<file path="src/rtl/irq_arb_pkg.sv">
package irq_arb_pkg;
  localparam int NUM_SRC = 14;
  localparam int CAUSE_W = $clog2(NUM_SRC);

  // Index order is the priority order: lower index wins.
  typedef enum logic [CAUSE_W-1:0] {
    SRC_RESET  = 4'd0,
    SRC_MCHK   = 4'd1,
    SRC_DEBUG  = 4'd2,
    SRC_HDEC   = 4'd3,
    SRC_EXT    = 4'd4,
    SRC_CEXT   = 4'd5,
    SRC_WDOG   = 4'd6,
    SRC_CDBELL = 4'd7,
    SRC_FIT    = 4'd8,
    SRC_PIT    = 4'd9,
    SRC_DECR   = 4'd10,
    SRC_DBELL  = 4'd11,
    SRC_PERF   = 4'd12,
    SRC_THERM  = 4'd13
  } irq_src_e;

  typedef struct packed {
    logic ee;
    logic ce;
    logic me;
    logic hv_state;
    logic hv_present;
    logic lpes0;
    logic hdec_en;
    logic decr_clr_mode;
  } core_state_t;
endpackage

</file>
<file path="src/rtl/irq_rst_sync.sv">
module irq_rst_sync #(
  parameter int STAGES = 2
) (
  input  logic clk,
  input  logic rst_n,
  output logic rst_sync_n
);
  logic [STAGES-1:0] sync_q;

  always_ff @(posedge clk or negedge rst_n) begin
    if (!rst_n) sync_q <= '0;
    else        sync_q <= {sync_q[STAGES-2:0], 1'b1};
  end

  assign rst_sync_n = sync_q[STAGES-1];
endmodule

</file>
<file path="src/rtl/irq_gate.sv">
module irq_gate
  import irq_arb_pkg::*;
(
  input  core_state_t        st_i,
  output logic [NUM_SRC-1:0] deliv_en_o,
  output logic [NUM_SRC-1:0] keep_o
);
  always_comb begin
    deliv_en_o = '0;
    deliv_en_o[SRC_RESET]  = 1'b1;
    deliv_en_o[SRC_MCHK]   = st_i.me;
    deliv_en_o[SRC_DEBUG]  = st_i.ce;
    deliv_en_o[SRC_HDEC]   = st_i.hdec_en & (st_i.ee | ~st_i.hv_state);
    deliv_en_o[SRC_EXT]    = st_i.ee |
                             (st_i.hv_present & ~st_i.hv_state & ~st_i.lpes0);
    deliv_en_o[SRC_CEXT]   = st_i.ce;
    deliv_en_o[SRC_WDOG]   = st_i.ce;
    deliv_en_o[SRC_CDBELL] = st_i.ce;
    deliv_en_o[SRC_FIT]    = st_i.ee;
    deliv_en_o[SRC_PIT]    = st_i.ee;
    deliv_en_o[SRC_DECR]   = st_i.ee;
    deliv_en_o[SRC_DBELL]  = st_i.ee;
    deliv_en_o[SRC_PERF]   = st_i.ee;
    deliv_en_o[SRC_THERM]  = st_i.ee;
  end

  // Sources that remain pending after delivery.
  always_comb begin
    keep_o = '0;
    keep_o[SRC_EXT]  = 1'b1;
    keep_o[SRC_CEXT] = 1'b1;
    keep_o[SRC_DECR] = ~st_i.decr_clr_mode;
  end
endmodule

</file>
<file path="src/rtl/irq_prio_pick.sv">
module irq_prio_pick #(
  parameter int N = 14,
  parameter int W = $clog2(N)
) (
  input  logic [N-1:0] req_i,
  output logic         any_o,
  output logic [W-1:0] idx_o
);
  always_comb begin
    any_o = |req_i;
    idx_o = '0;
    for (int k = N - 1; k >= 0; k--) begin
      if (req_i[k]) idx_o = W'(k);
    end
  end
endmodule

</file>
<file path="src/rtl/irq_pend_reg.sv">
module irq_pend_reg #(
  parameter int N = 14
) (
  input  logic         clk,
  input  logic         rst_n,
  input  logic [N-1:0] set_i,
  input  logic [N-1:0] clr_i,
  input  logic [N-1:0] drop_i,
  output logic [N-1:0] pend_o
);
  logic [N-1:0] pend_q;
  logic [N-1:0] pend_d;

  for (genvar k = 0; k < N; k++) begin : g_bit
    always_comb begin
      pend_d[k] = set_i[k] | (pend_q[k] & ~clr_i[k] & ~drop_i[k]);
    end

    always_ff @(posedge clk or negedge rst_n) begin
      if (!rst_n) pend_q[k] <= 1'b0;
      else        pend_q[k] <= pend_d[k];
    end

    assert_set_wins_R12 : assert property (@(posedge clk) disable iff (!rst_n)
      $past(set_i[k]) |-> pend_q[k]);
  end

  assign pend_o = pend_q;
endmodule

</file>
<file path="src/rtl/irq_prio_arb.sv">
module irq_prio_arb
  import irq_arb_pkg::*;
(
  input  logic               clk,
  input  logic               rst_n,
  input  logic [NUM_SRC-1:0] set_i,
  input  logic [NUM_SRC-1:0] clr_i,
  input  logic               eval_i,
  input  logic               ee_i,
  input  logic               ce_i,
  input  logic               me_i,
  input  logic               hv_state_i,
  input  logic               hv_present_i,
  input  logic               lpes0_i,
  input  logic               hdec_en_i,
  input  logic               decr_clr_mode_i,
  output logic               take_o,
  output logic [CAUSE_W-1:0] cause_o,
  output logic [NUM_SRC-1:0] pend_o,
  output logic               hard_req_o
);
  logic               rst_sn;
  core_state_t        st;
  logic [NUM_SRC-1:0] deliv_en;
  logic [NUM_SRC-1:0] keep;
  logic [NUM_SRC-1:0] pend;
  logic [NUM_SRC-1:0] ready;
  logic               any_ready;
  logic [CAUSE_W-1:0] win_idx;
  logic               grant;
  logic [NUM_SRC-1:0] grant_vec;
  logic [NUM_SRC-1:0] drop;
  logic               take_q, take_d;
  logic [CAUSE_W-1:0] cause_q, cause_d;

  irq_rst_sync #(.STAGES(2)) u_rst (
    .clk(clk), .rst_n(rst_n), .rst_sync_n(rst_sn)
  );

  always_comb begin
    st.ee            = ee_i;
    st.ce            = ce_i;
    st.me            = me_i;
    st.hv_state      = hv_state_i;
    st.hv_present    = hv_present_i;
    st.lpes0         = lpes0_i;
    st.hdec_en       = hdec_en_i;
    st.decr_clr_mode = decr_clr_mode_i;
  end

  irq_gate u_gate (.st_i(st), .deliv_en_o(deliv_en), .keep_o(keep));

  assign ready = pend & deliv_en;

  irq_prio_pick #(.N(NUM_SRC), .W(CAUSE_W)) u_pick (
    .req_i(ready), .any_o(any_ready), .idx_o(win_idx)
  );

  always_comb begin
    grant     = eval_i & any_ready;
    grant_vec = grant ? (NUM_SRC'(1) << win_idx) : '0;
    drop      = grant_vec & ~keep;
    take_d    = grant;
    cause_d   = grant ? win_idx : '0;
  end

  irq_pend_reg #(.N(NUM_SRC)) u_pend (
    .clk(clk), .rst_n(rst_sn), .set_i(set_i), .clr_i(clr_i),
    .drop_i(drop), .pend_o(pend)
  );

  always_ff @(posedge clk or negedge rst_sn) begin
    if (!rst_sn) begin
      take_q  <= 1'b0;
      cause_q <= '0;
    end else begin
      take_q  <= take_d;
      cause_q <= cause_d;
    end
  end

  assign take_o     = take_q;
  assign cause_o    = cause_q;
  assign pend_o     = pend;
  assign hard_req_o = |pend;

  assert_take_needs_eval_R11 : assert property (@(posedge clk) disable iff (!rst_sn)
    take_o |-> $past(eval_i));
  assert_reset_first_R3 : assert property (@(posedge clk) disable iff (!rst_sn)
    ($past(eval_i) && $past(pend[SRC_RESET])) |-> (take_o && cause_o == SRC_RESET));
  assert_mchk_gate_R4 : assert property (@(posedge clk) disable iff (!rst_sn)
    (take_o && cause_o == SRC_MCHK) |-> $past(me_i));
  assert_ext_level_R7 : assert property (@(posedge clk) disable iff (!rst_sn)
    (take_o && cause_o == SRC_EXT && !$past(clr_i[SRC_EXT])) |-> pend[SRC_EXT]);
  assert_wdog_clear_R9 : assert property (@(posedge clk) disable iff (!rst_sn)
    (take_o && cause_o == SRC_WDOG && !$past(set_i[SRC_WDOG])) |-> !pend[SRC_WDOG]);
endmodule

</file>
<file path="config.mk">
export PLATFORM = sky130hd
export DESIGN_NAME = irq_prio_arb
export DESIGN_NICKNAME = d
export VERILOG_FILES = /design/src/rtl/irq_arb_pkg.sv /design/src/rtl/irq_rst_sync.sv /design/src/rtl/irq_gate.sv /design/src/rtl/irq_prio_pick.sv /design/src/rtl/irq_pend_reg.sv /design/src/rtl/irq_prio_arb.sv
export SDC_FILE = /design/constraint.sdc
export NUM_CORES = 1
export LEC_CHECK = 0
export BUFFER_PORTS_ARGS = -buffer_cell sky130_fd_sc_hd__buf_2
export CORE_AREA = 3 3 56 58
export DETAILED_ROUTE_END_ITERATION = 8
export DIE_AREA = 0 0 59 61
export GPL_ROUTABILITY_DRIVEN = 0
export PLACE_DENSITY_LB_ADDON = 0.2
export SLEW_MARGIN = 40
export SYNTH_ARGS = -nofsm -noshare
export SYNTH_HDL_FRONTEND = slang
export SYNTH_HIERARCHICAL = 1
export SYNTH_SLANG_ARGS = --single-unit
</file>
<file path="constraint.sdc">
create_clock -name clk -period 2 [get_ports clk]
set_clock_uncertainty 0.2 [all_clocks]
set_input_delay 0.3 -clock clk [delete_from_list [all_inputs] [get_ports clk]]
set_output_delay 0.3 -clock clk [all_outputs]
set_load 0.01 [all_outputs]
</file>
==> results of run 1 <==
## placed cells by master, fill, tap and decap left out, drive strengths merged
cell type / netlist / routed
o22ai: 1 / 1
nand2: 1 / 1
dlygate4sd3: 0 / 15
or4: 1 / 1
nand4: 2 / 2
a21o: 14 / 14
o31ai: 2 / 2
a221oi: 1 / 1
nand3b: 1 / 1
nand4b: 2 / 2
o21ai: 2 / 2
a211oi: 1 / 1
nor4: 10 / 10
conb: 3 / 15
inv: 6 / 6
nor3b: 2 / 2
and3: 4 / 4
a21boi: 1 / 1
and2: 15 / 15
clkbuf: 0 / 4
nand2b: 3 / 3
a21oi: 2 / 2
nor3: 11 / 11
nand4bb: 1 / 1
nor2: 20 / 20
dfrtp: 21 / 21
buf: 25 / 105
## how the worst max path moves through the flow
stage	from	to	depth (start not counted)
3_5_place_dp	ee_i	u_pend/pend_o[8]$_DFF_PN0_	10
2_1_floorplan	u_pend/pend_o[1]$_DFF_PN0_	u_pend/pend_o[8]$_DFF_PN0_	7
3_3_place_gp	ee_i	u_pend/pend_o[10]$_DFF_PN0_	12
6_report	u_pend/pend_o[1]$_DFF_PN0_	u_pend/pend_o[12]$_DFF_PN0_	8
4_1_cts	u_pend/pend_o[1]$_DFF_PN0_	u_pend/pend_o[8]$_DFF_PN0_	7
5_1_grt	u_pend/pend_o[1]$_DFF_PN0_	u_pend/pend_o[8]$_DFF_PN0_	8
## where the power goes
group | switching [mW] | internal, mW | total [mW]
Sequential | 0.0249 | 0.453 | 0.477
Clock | 0.149 | 0.0783 | 0.228
Combinational | 0.247 | 0.263 | 0.510
Total | 0.421 | 0.794 | 1.22
## cell type report
| type | count | area (µm²) | area share, % |
|---|---|---|---|
| inverters | 6 | 22.5 | 0.948 |
| repair buffers | 120 | 823 | 34.7 |
| flip-flops and latches | 21 | 527 | 22.2 |
| well taps | 31 | 38.8 | 1.63 |
| multi-input cells | 112 | 937 | 39.5 |
| clock buffers | 4 | 26.3 | 1.11 |
## per-layer routing
metal  routed length (µm)  GRT usage, %
met4                  234          16.2
met2                 3090          46.1
met1                 2160          33.8
met5                    0             0
met3                  523          4.04
## flip-flops by register name, summed over array words and instances (netlist names)
signal and cells:
take_o 1, u_rst/sync_q 2, cause_o 4, u_pend/pend_o 14
## worst reg2reg max path, delay by kind of cell (launching register included)
family          cells  cell delay, ns
simple gates        6            1.48
compound gates      1            0.20
buf+inv             1            0.17
flops               1            0.43
## what timing repair did
item	CTS	global route
endpoints found under the hold margin	16	0
resized for setup	27	32
hold buffers	15	0
setup endpoints to repair	18	18
pin swaps	10	26
buffers inserted	6	7
## cells by family (layout without fill, tap and decap cells)
group | Yosys count | in the layout | share of synthesized area, %
buffers and inverters | 31 | 130 | 15.7
other | 3 | 15 | 0.843
DFF | 21 | 21 | 39.3
AOI/OAI and AO/OA | 24 | 24 | 13.1
and+or+nand+nor | 73 | 73 | 31.0
==> results.txt, run 1 <==
total clock sinks - 21
most instantiated cells after synthesis - buf_4, dfrtp_1, nor2_1
Critical Path Source Type - flip-flop
detailed-route via count - 1686
CTS clock-pin slew for the worst setup and hold paths - 0.13 ns
Total Routing Usage GR - 27.5%
Worst R2R End - u_pend/pend_o[12]$_DFF_PN0_
Synth cell types - 27
PD cells - 512 mW/mm²
slowest CP cell - or4_4
Setup TNS - -7.09 ns
n_diodes - 0
CP max FO - 4
type of the worst setup path - reg2reg
post-route minimum period - 2.57 ns
Fin Hold WS - 0.0102 ns
Layout area overhead - 77.7%
status - finished, violations left
Final Hold Fails - 0
DRT iter0 DRCs - 177
die area - 0.00360 mm²
Max Cap Viol - 0
mean post-synth cell area - 8.79 µm²
FILL cells - 136
# setup viols final - 17
Synth area leaders - dfrtp_1, buf_4, a21o_1, and2_1, nor2_1
Util after Layout - 87.6%
CP required - 2.03 ns
worst min-delay path class - reg2async
yosys warns - 6
synthesized cell area - 0.00134 mm²
worst path bufs/invs - 1
cell row count - 19
Cell Area, Placed - 0.00180 mm²
sequential cell area fraction in the yosys report - 39.3%
CP arrival - 2.60 ns
Final nets - 303
CP Capture Type - flip-flop
vias per cell - 5.73
CP max stage delay - 0.57 ns
RSZ-0062 raised after global routing - true
Worst path top cell family by delay - simple AND/OR/NAND/NOR gates
Pleak - 1.15 nW
largest net degree at the start of global routing - 20
Tot Pwr - 1.22 mW
H-tree level count - 1
fin. max-slew vios - 0
ys flop type - dfrtp_1
FF-to-FF Start - u_pend/pend_o[1]$_DFF_PN0_
DRT Pass-1 Iters - 5
Congestion Overflow GR - 0
non-filler instance count after layout - 294
CTS Buf Count - 3
worst skew pair latency - 0.33 ns
synthesis-stage register bit count - 21
share of cells above drive strength 1 - 58.9%
placed cell count - 262
routed len/inst - 20.4 µm
crit-path cells - and2_4, or4_4, nor3b_4, buf_4, nand4_1, nor4_1, nor2_1, a21o_1
CTS tree - yes
global-route wire length before repair - 7260 µm
final setup margin - -0.571 ns
CTS root buf - clkbuf_4
Max Root-Sink Buffers - 2
Post-Route WL - 6010 µm
boundary pin count - 59
reg2reg path depth - 8
Post-DRT Antenna Nets - 0
Core Area - 0.00271 mm²
Die Y - 61 µm
failing checks - negative setup slack
Synth async-reset ratio - 100%
Gate Count Post-Synth - 152
vias in the first global route - 1549
area leader, netlist - dfrtp_1
number of flops mapped to enable cells by yosys - 0
drc violations - 0
Initial Util - 49.3%
Tcrit/Tclk final - 129%
post-route cell area - 0.00237 mm²
Max Clk Rate - 0.389 GHz
IO Port Bufs - 58
HPWL after detailed placement - 3070 µm
pre-CTS WS - -0.582 ns
Max VDD drop - 0.672 mV
initial antenna violation count - 0
top cell type's share of synthesized area - 39.3%
most common cell in the netlist - buf_4
R2R Setup Slk - -0.57 ns
Die Wd - 59 µm
No activity file was read; power rests on OpenSTA's default activity.
==> run 2: changes to the inputs <==
--- a/config.mk
+++ b/config.mk
@@ -6,9 +6,11 @@
 export NUM_CORES = 1
 export LEC_CHECK = 0
 export BUFFER_PORTS_ARGS = -buffer_cell sky130_fd_sc_hd__buf_2
-export CORE_AREA = 3 3 56 58
+export CELL_PAD_IN_SITES_DETAIL_PLACEMENT = 0
+export CELL_PAD_IN_SITES_GLOBAL_PLACEMENT = 1
+export CORE_AREA = 3 3 71 73
 export DETAILED_ROUTE_END_ITERATION = 8
-export DIE_AREA = 0 0 59 61
+export DIE_AREA = 0 0 74 76
 export GPL_ROUTABILITY_DRIVEN = 0
 export PLACE_DENSITY_LB_ADDON = 0.2
 export SLEW_MARGIN = 40
==> constraint.sdc (replaced) <==
create_clock -name clk -period 2.35 [get_ports clk]
set_clock_uncertainty 0.2 [all_clocks]
set_input_delay 0.3525 -clock clk [delete_from_list [all_inputs] [get_ports clk]]
set_output_delay 0.3525 -clock clk [all_outputs]
set_load 0.01 [all_outputs]
==> results.txt, run 2 (synthesis results as in run 1) <==
Core Area - 0.00441 mm² (+63%)
CTS Buf Count - 3 (unchanged)
Tcrit/Tclk final - 102% (-26 points)
DRT iter0 DRCs - 54 (-69%)
Final nets - 280 (-7.6%)
worst min-delay path class - reg2async
Max Clk Rate - 0.416 GHz (+7.0%)
Die Wd - 74 µm (+25%)
# setup viols final - 6 (-11)
Worst R2R End - u_pend/pend_o[11]$_DFF_PN0_
Total Routing Usage GR - 14.7% (-13 points)
detailed-route via count - 1345 (-20%)
CP Capture Type - flip-flop
post-route cell area - 0.00207 mm² (-13%)
CP arrival - 2.36 ns (-0.24 ns)
Max Cap Viol - 0 (unchanged)
drc violations - 0 (unchanged)
PD cells - 468 mW/mm² (-8.6%)
vias per cell - 4.61 (-20%)
fin. max-slew vios - 0 (unchanged)
FILL cells - 443 (+230%)
DRT Pass-1 Iters - 4 (-1)
status - finished, violations left
R2R Setup Slk - -0.05 ns (+0.52 ns)
worst skew pair latency - 0.27 ns (-0.06 ns)
H-tree level count - 1 (unchanged)
failing checks - negative setup slack
FF-to-FF Start - u_pend/pend_o[3]$_DFF_PN0_
commonest non-fill, non-tap cell in the layout - buf_2
Die Y - 76 µm (+25%)
reg2reg path depth - 8 (unchanged)
Pleak - 1.02 nW (-11%)
Max VDD drop - 0.169 mV (-75%)
total clock sinks - 21 (unchanged)
pre-CTS WS - -0.510 ns (+0.0717 ns)
Tot Pwr - 0.970 mW (-20%)
Util after Layout - 47.0% (-41 points)
Post-DRT Antenna Nets - 0 (unchanged)
cell row count - 24 (+5)
Critical Path Source Type - flip-flop
commonest non-fill, non-tap cells in the layout - buf_2, buf_4, dfrtp_1
CTS clock-pin slew for the worst setup and hold paths - 0.08 ns (-0.05 ns)
Final Hold Fails - 0 (unchanged)
post-route minimum period - 2.40 ns (-0.168 ns)
die area - 0.00562 mm² (+56%)
RSZ-0062 raised after global routing - true
Layout area overhead - 55.2%
CP max FO - 3 (-1)
initial antenna violation count - 0 (unchanged)
largest net degree at the start of global routing - 20 (unchanged)
max reg flops - 14 (unchanged)
Initial Util - 30.3% (-19 points)
IO Port Bufs - 58 (unchanged)
boundary pin count - 59 (unchanged)
HPWL after detailed placement - 3290 µm (+7.5%)
Post-Route WL - 4090 µm (-32%)
Max Root-Sink Buffers - 2 (unchanged)
global-route wire length before repair - 6500 µm (-10%)
Cell Area, Placed - 0.00179 mm² (-0.76%)
type of the worst setup path - reg2reg
Fin Hold WS - 0.0183 ns (+0.00807 ns)
routed len/inst - 14.0 µm (-32%)
CTS root buf - clkbuf_8
CP required - 2.31 ns (+0.28 ns)
CTS tree - yes
Congestion Overflow GR - 0 (unchanged)
final setup margin - -0.0528 ns (+0.518 ns)
n_diodes - 0 (unchanged)
vias in the first global route - 1412 (-8.8%)
share of cells above drive strength 1 - 55.0% (-3.9 points)
[run 2: cell types whose count changed in the layout (fill, tap and decap cells not counted), sizes merged]
cell / change
dlygate4sd3: -14
buf: -9
clkbuf: -1
clkinv: +1
[run 2: worst max path at each step]
stage	endpoint	cells past startpoint	slack [ns]	start
final	u_pend/pend_o[11]$_DFF_PN0_	8	-0.05	u_pend/pend_o[3]$_DFF_PN0_
after global routing	u_pend/pend_o[0]$_DFF_PN0_	10	-0.16	u_pend/pend_o[9]$_DFF_PN0_
after CTS	u_pend/pend_o[11]$_DFF_PN0_	8	-0.07	u_pend/pend_o[2]$_DFF_PN0_
after detailed placement	u_pend/pend_o[8]$_DFF_PN0_	10	-0.51	ee_i
after floorplan	u_pend/pend_o[8]$_DFF_PN0_	9	0.02	ee_i
after global placement	u_pend/pend_o[8]$_DFF_PN0_	10	-0.42	ee_i
[run 2: routing by layer]
layer  global-route usage, %  wire [µm]  up-vias
met5                       0          0        -
met4                    5.25         93        0
met3                    2.51        217        9
met2                    23.8       1990       36
met1                    19.3       1790      635
li1                        -          -      665
[run 2: cell type report]
cell class                 count  area (µm²)  area share, %
sequential                    21         527           25.4
tap                           52        65.1           3.14
timing repair buffer          97         589           28.4
inverter                       6        22.5           1.09
multi-input combinational    112         825           39.7
clock buffer                   3        41.3           1.99
clock inverter                 1        5.00          0.241
[run 2: worst max-delay path, stage by stage, from the launching register on]
cell and delay [ns]:
dfrtp_1 0.40, and2_4 0.17, or4_4 0.54, nor3b_4 0.24, nand4b_1 0.17, buf_6 0.17
nor3_4 0.17, nor2_1 0.06, a21o_1 0.17
[run 2: power by group]
group | total (mW) | internal, mW | switching, mW
registers | 0.404 | 0.385 | 0.0184
logic | 0.322 | 0.166 | 0.155
clock network | 0.245 | 0.118 | 0.127
total | 0.970 | 0.670 | 0.301
[run 2: repair_timing]
action | 4_1_cts | 5_1_grt
hold buffers | 1 | 0
pin swaps | 9 | 14
endpoints found under the setup margin | 12 | 12
resized for setup | 17 | 20
setup buffers | 2 | 4
hold endpoints to repair | 2 | 0
[run 2: per-stage QoR]
step	instances	TNS [ns]
floorplan	164	0
global placement	281	-3.52
detailed placement	281	-4.50
CTS	288	-0.354
global route	292	-1.38
finish	292	-0.141
==> run 3: changes to the inputs <==
--- a/config.mk
+++ b/config.mk
@@ -8,13 +8,12 @@
 export BUFFER_PORTS_ARGS = -buffer_cell sky130_fd_sc_hd__buf_2
 export CELL_PAD_IN_SITES_DETAIL_PLACEMENT = 0
 export CELL_PAD_IN_SITES_GLOBAL_PLACEMENT = 1
-export CORE_AREA = 3 3 71 73
+export CORE_AREA = 3 3 66 68
 export DETAILED_ROUTE_END_ITERATION = 8
-export DIE_AREA = 0 0 74 76
+export DIE_AREA = 0 0 69 71
 export GPL_ROUTABILITY_DRIVEN = 0
 export PLACE_DENSITY_LB_ADDON = 0.2
 export SLEW_MARGIN = 40
 export SYNTH_ARGS = -nofsm -noshare
 export SYNTH_HDL_FRONTEND = slang
-export SYNTH_HIERARCHICAL = 1
 export SYNTH_SLANG_ARGS = --single-unit
==> results.txt, run 3 <==
status - finished, final reports clean
routed len/inst - 13.1 µm (-6.7%)
Synth area leaders - dfrtp_1, inv_1, a21oi_1, nor2b_1, nor3_1
CP max FO - 4 (+1)
largest net degree at the start of global routing - 20 (unchanged)
type of the worst setup path - reg2out
synthesis-stage register bit count - 21 (unchanged)
post-route cell area - 0.00155 mm² (-25%)
Pleak - 0.757 nW (-26%)
sequential cell area fraction in the yosys report - 49.0% (+9.7 points)
Slew HR - 58.3%
ys flop type - dfrtp_1
register area - 527 µm² (unchanged)
reg2reg path depth - 6 (-2)
DRT iter0 DRCs - 29 (-46%)
Die Y - 71 µm (-6.6%)
vias per cell - 4.74 (+2.9%)
cell row count - 23 (-4.2%)
Max VDD drop - 0.193 mV (+14%)
Post-Route WL - 3070 µm (-25%)
slowest CP cell - dfrtp_1
commonest non-fill, non-tap cell in the layout - buf_2
global-route wire length before repair - 4990 µm (-23%)
fin. max-slew vios - 0 (unchanged)
commonest non-fill, non-tap cells in the layout - buf_2, dfrtp_1, inv_1
pre-CTS WS - 0.140 ns (+0.650 ns)
Multi-input gate area - 515 µm² (-37%)
Die Wd - 69 µm (-6.8%)
mean post-synth cell area - 9.24 µm² (+5.1%)
IO Port Bufs - 58 (unchanged)
Slew @ Worst Pin - 0.617 ns
RSZ-0062 raised after global routing - false
Tot Pwr - 0.810 mW (-17%)
boundary pin count - 59 (unchanged)
yosys warns - 0 (-6)
non-filler instance count after layout - 235 (-20%)
die area - 0.00490 mm² (-13%)
CTS Buf Count - 3 (unchanged)
worst min-delay path class - reg2async
PD cells - 523 mW/mm² (+12%)
CTS clock-pin slew for the worst setup and hold paths - 0.08 ns (about the same)
Layout area overhead - 44.3%
synthesized cell area - 0.00107 mm² (-20%)
most common cell in the netlist - dfrtp_1
drc violations - 0 (unchanged)
post-route minimum period - 2.25 ns (-0.148 ns)
HPWL after detailed placement - 2450 µm (-26%)
vias in the first global route - 1072 (-24%)
top cell type's share of synthesized area - 49.0% (+9.7 points)
Initial Util - 27.4% (-2.9 points)
Tcrit/Tclk final - 95.9% (-6.3 points)
initial antenna violation count - 0 (unchanged)
CTS root buf - clkbuf_8
share of cells above drive strength 1 - 41.6% (-13 points)
Cell Area, Placed - 0.00146 mm² (-19%)
worst skew pair latency - 0.26 ns (about the same)
max reg flops - 14 (unchanged)
DRT Pass-1 Iters - 4 (unchanged)
area leader, netlist - dfrtp_1
CP arrival - 1.70 ns (-0.66 ns)
final setup margin - 0.0955 ns (+0.148 ns)
Gate Count Post-Synth - 116 (-24%)
syn nets - 155
Synth Area in Simple Gates - 25.1% (-5.9 points)
Max Root-Sink Buffers - 2 (unchanged)
Max Cap Viol - 0 (unchanged)
CP Capture Type - output pin
largest family of logic cells by synthesized area - simple AND/OR/NAND/NOR gates
total clock sinks - 21 (unchanged)
Final nets - 225 (-20%)
R2R Setup Slk - 0.13 ns (+0.18 ns)
H-tree level count - 1 (unchanged)
most instantiated cells after synthesis - dfrtp_1, inv_1, a21oi_1
Core Area - 0.00391 mm² (-11%)
detailed-route via count - 1114 (-17%)
# setup viols final - 0 (-6)
FILL cells - 427 (-3.6%)
Setup TNS - 0 ns (+0.141 ns)
Synth async-reset ratio - 100% (unchanged)
crit-path cells - or2_2, or3_4, nor3_4, nand3_1, buf_2
CTS tree - yes
complex-gate fraction of the synthesized area - 20.7% (+7.5 points)
Critical Path Source Type - flip-flop
placed cell count - 228 (-19%)
Worst R2R End - u_pend.pend_o[11]$_DFF_PN0_
Synth cell types - 33 (+22%)
Congestion Overflow GR - 0 (unchanged)
number of flops mapped to enable cells by yosys - 0 (unchanged)
n_diodes - 0 (unchanged)
CP max stage delay - 0.38 ns (-0.16 ns)
Final Hold Fails - 0 (unchanged)
Synth Area in XOR/XNOR - 0% (unchanged)
CP required - 1.80 ns (-0.51 ns)
post-synthesis adder-cell area fraction - 0% (unchanged)
Max Clk Rate - 0.444 GHz (+6.6%)
Post-DRT Antenna Nets - 0 (unchanged)
Total Routing Usage GR - 12.5% (-2.2 points)
FF-to-FF Start - u_pend.pend_o[4]$_DFF_PN0_
mux cell area share after synthesis - 0% (unchanged)
run 3: changes by cell type after synthesis, sizes merged, moves of 6 or more:
cell	delta
buf	-25
and2	-15
nor2	-11
a21o	-10
a21oi	+8
inv	+8
nor4	-7
nor2b	+6
run 3: power by group:
part           internal (mW)  switching [mW]  total (mW)
clock                  0.121           0.121       0.242
combinational         0.0791          0.0749       0.154
sequential             0.383          0.0311       0.414
run 3: how the worst max path moves through the flow:
stage / startpoint / end / cells past startpoint
final: u_pend.pend_o[10]$_DFF_PN0_ / hard_req_o / 5
after global placement: u_pend.pend_o[11]$_DFF_PN0_ / hard_req_o / 5
after CTS: u_pend.pend_o[10]$_DFF_PN0_ / hard_req_o / 5
after floorplan: u_pend.pend_o[4]$_DFF_PN0_ / u_pend.pend_o[6]$_DFF_PN0_ / 6
after detailed placement: ee_i / u_pend.pend_o[11]$_DFF_PN0_ / 7
after global routing: u_pend.pend_o[10]$_DFF_PN0_ / hard_req_o / 5
run 3: cell type report:
class	count	share of cell area (%)
repair buffers	65	22.3
clock buffers	4	2.91
well taps	50	4.04
flip-flops and latches	21	34.0
inverters	14	3.40
multi-input cells	81	33.3
run 3: through the flow:
stage / hold slack [ns] / utilization, %
after global placement: -0.0623 / 37.2
after global routing: 0.0425 / 39.5
after floorplan: -0.143 / -
after detailed placement: -0.0615 / 37.2
after CTS: 0.0652 / 39.4
final: 0.00348 / 39.5
run 3: kinds of logic (layout without fill, tap and decap cells):
logic type      count (synthesis)  in the layout
buf+inv                        14             83
flops                          21             21
compound gates                 32             32
simple gates                   48             48
other cells                     1              1
run 3: what timing repair did:
action | 4_1_cts | 5_1_grt
buffers inserted | 2 | 0
resized for setup | 3 | 1
hold endpoints to repair | 2 | 0
pin swaps | 1 | 1
hold buffers | 1 | 0
endpoints found under the setup margin | 1 | 2
run 3: per-layer routing:
metal	vias to the layer above	wire length [µm]	global-route usage [%]
li1	557	-	-
met1	519	1390	16.0
met2	34	1470	21.0
met3	4	164	2.56
met4	0	46	4.56
met5	-	0	0
run 3: critical path, delay by kind of cell, from the launching register on:
| family | cells | cell delay [ns] |
|---|---|---|
| simple gates | 4 | 0.92 |
| flops | 1 | 0.38 |
| buf+inv | 1 | 0.15 |
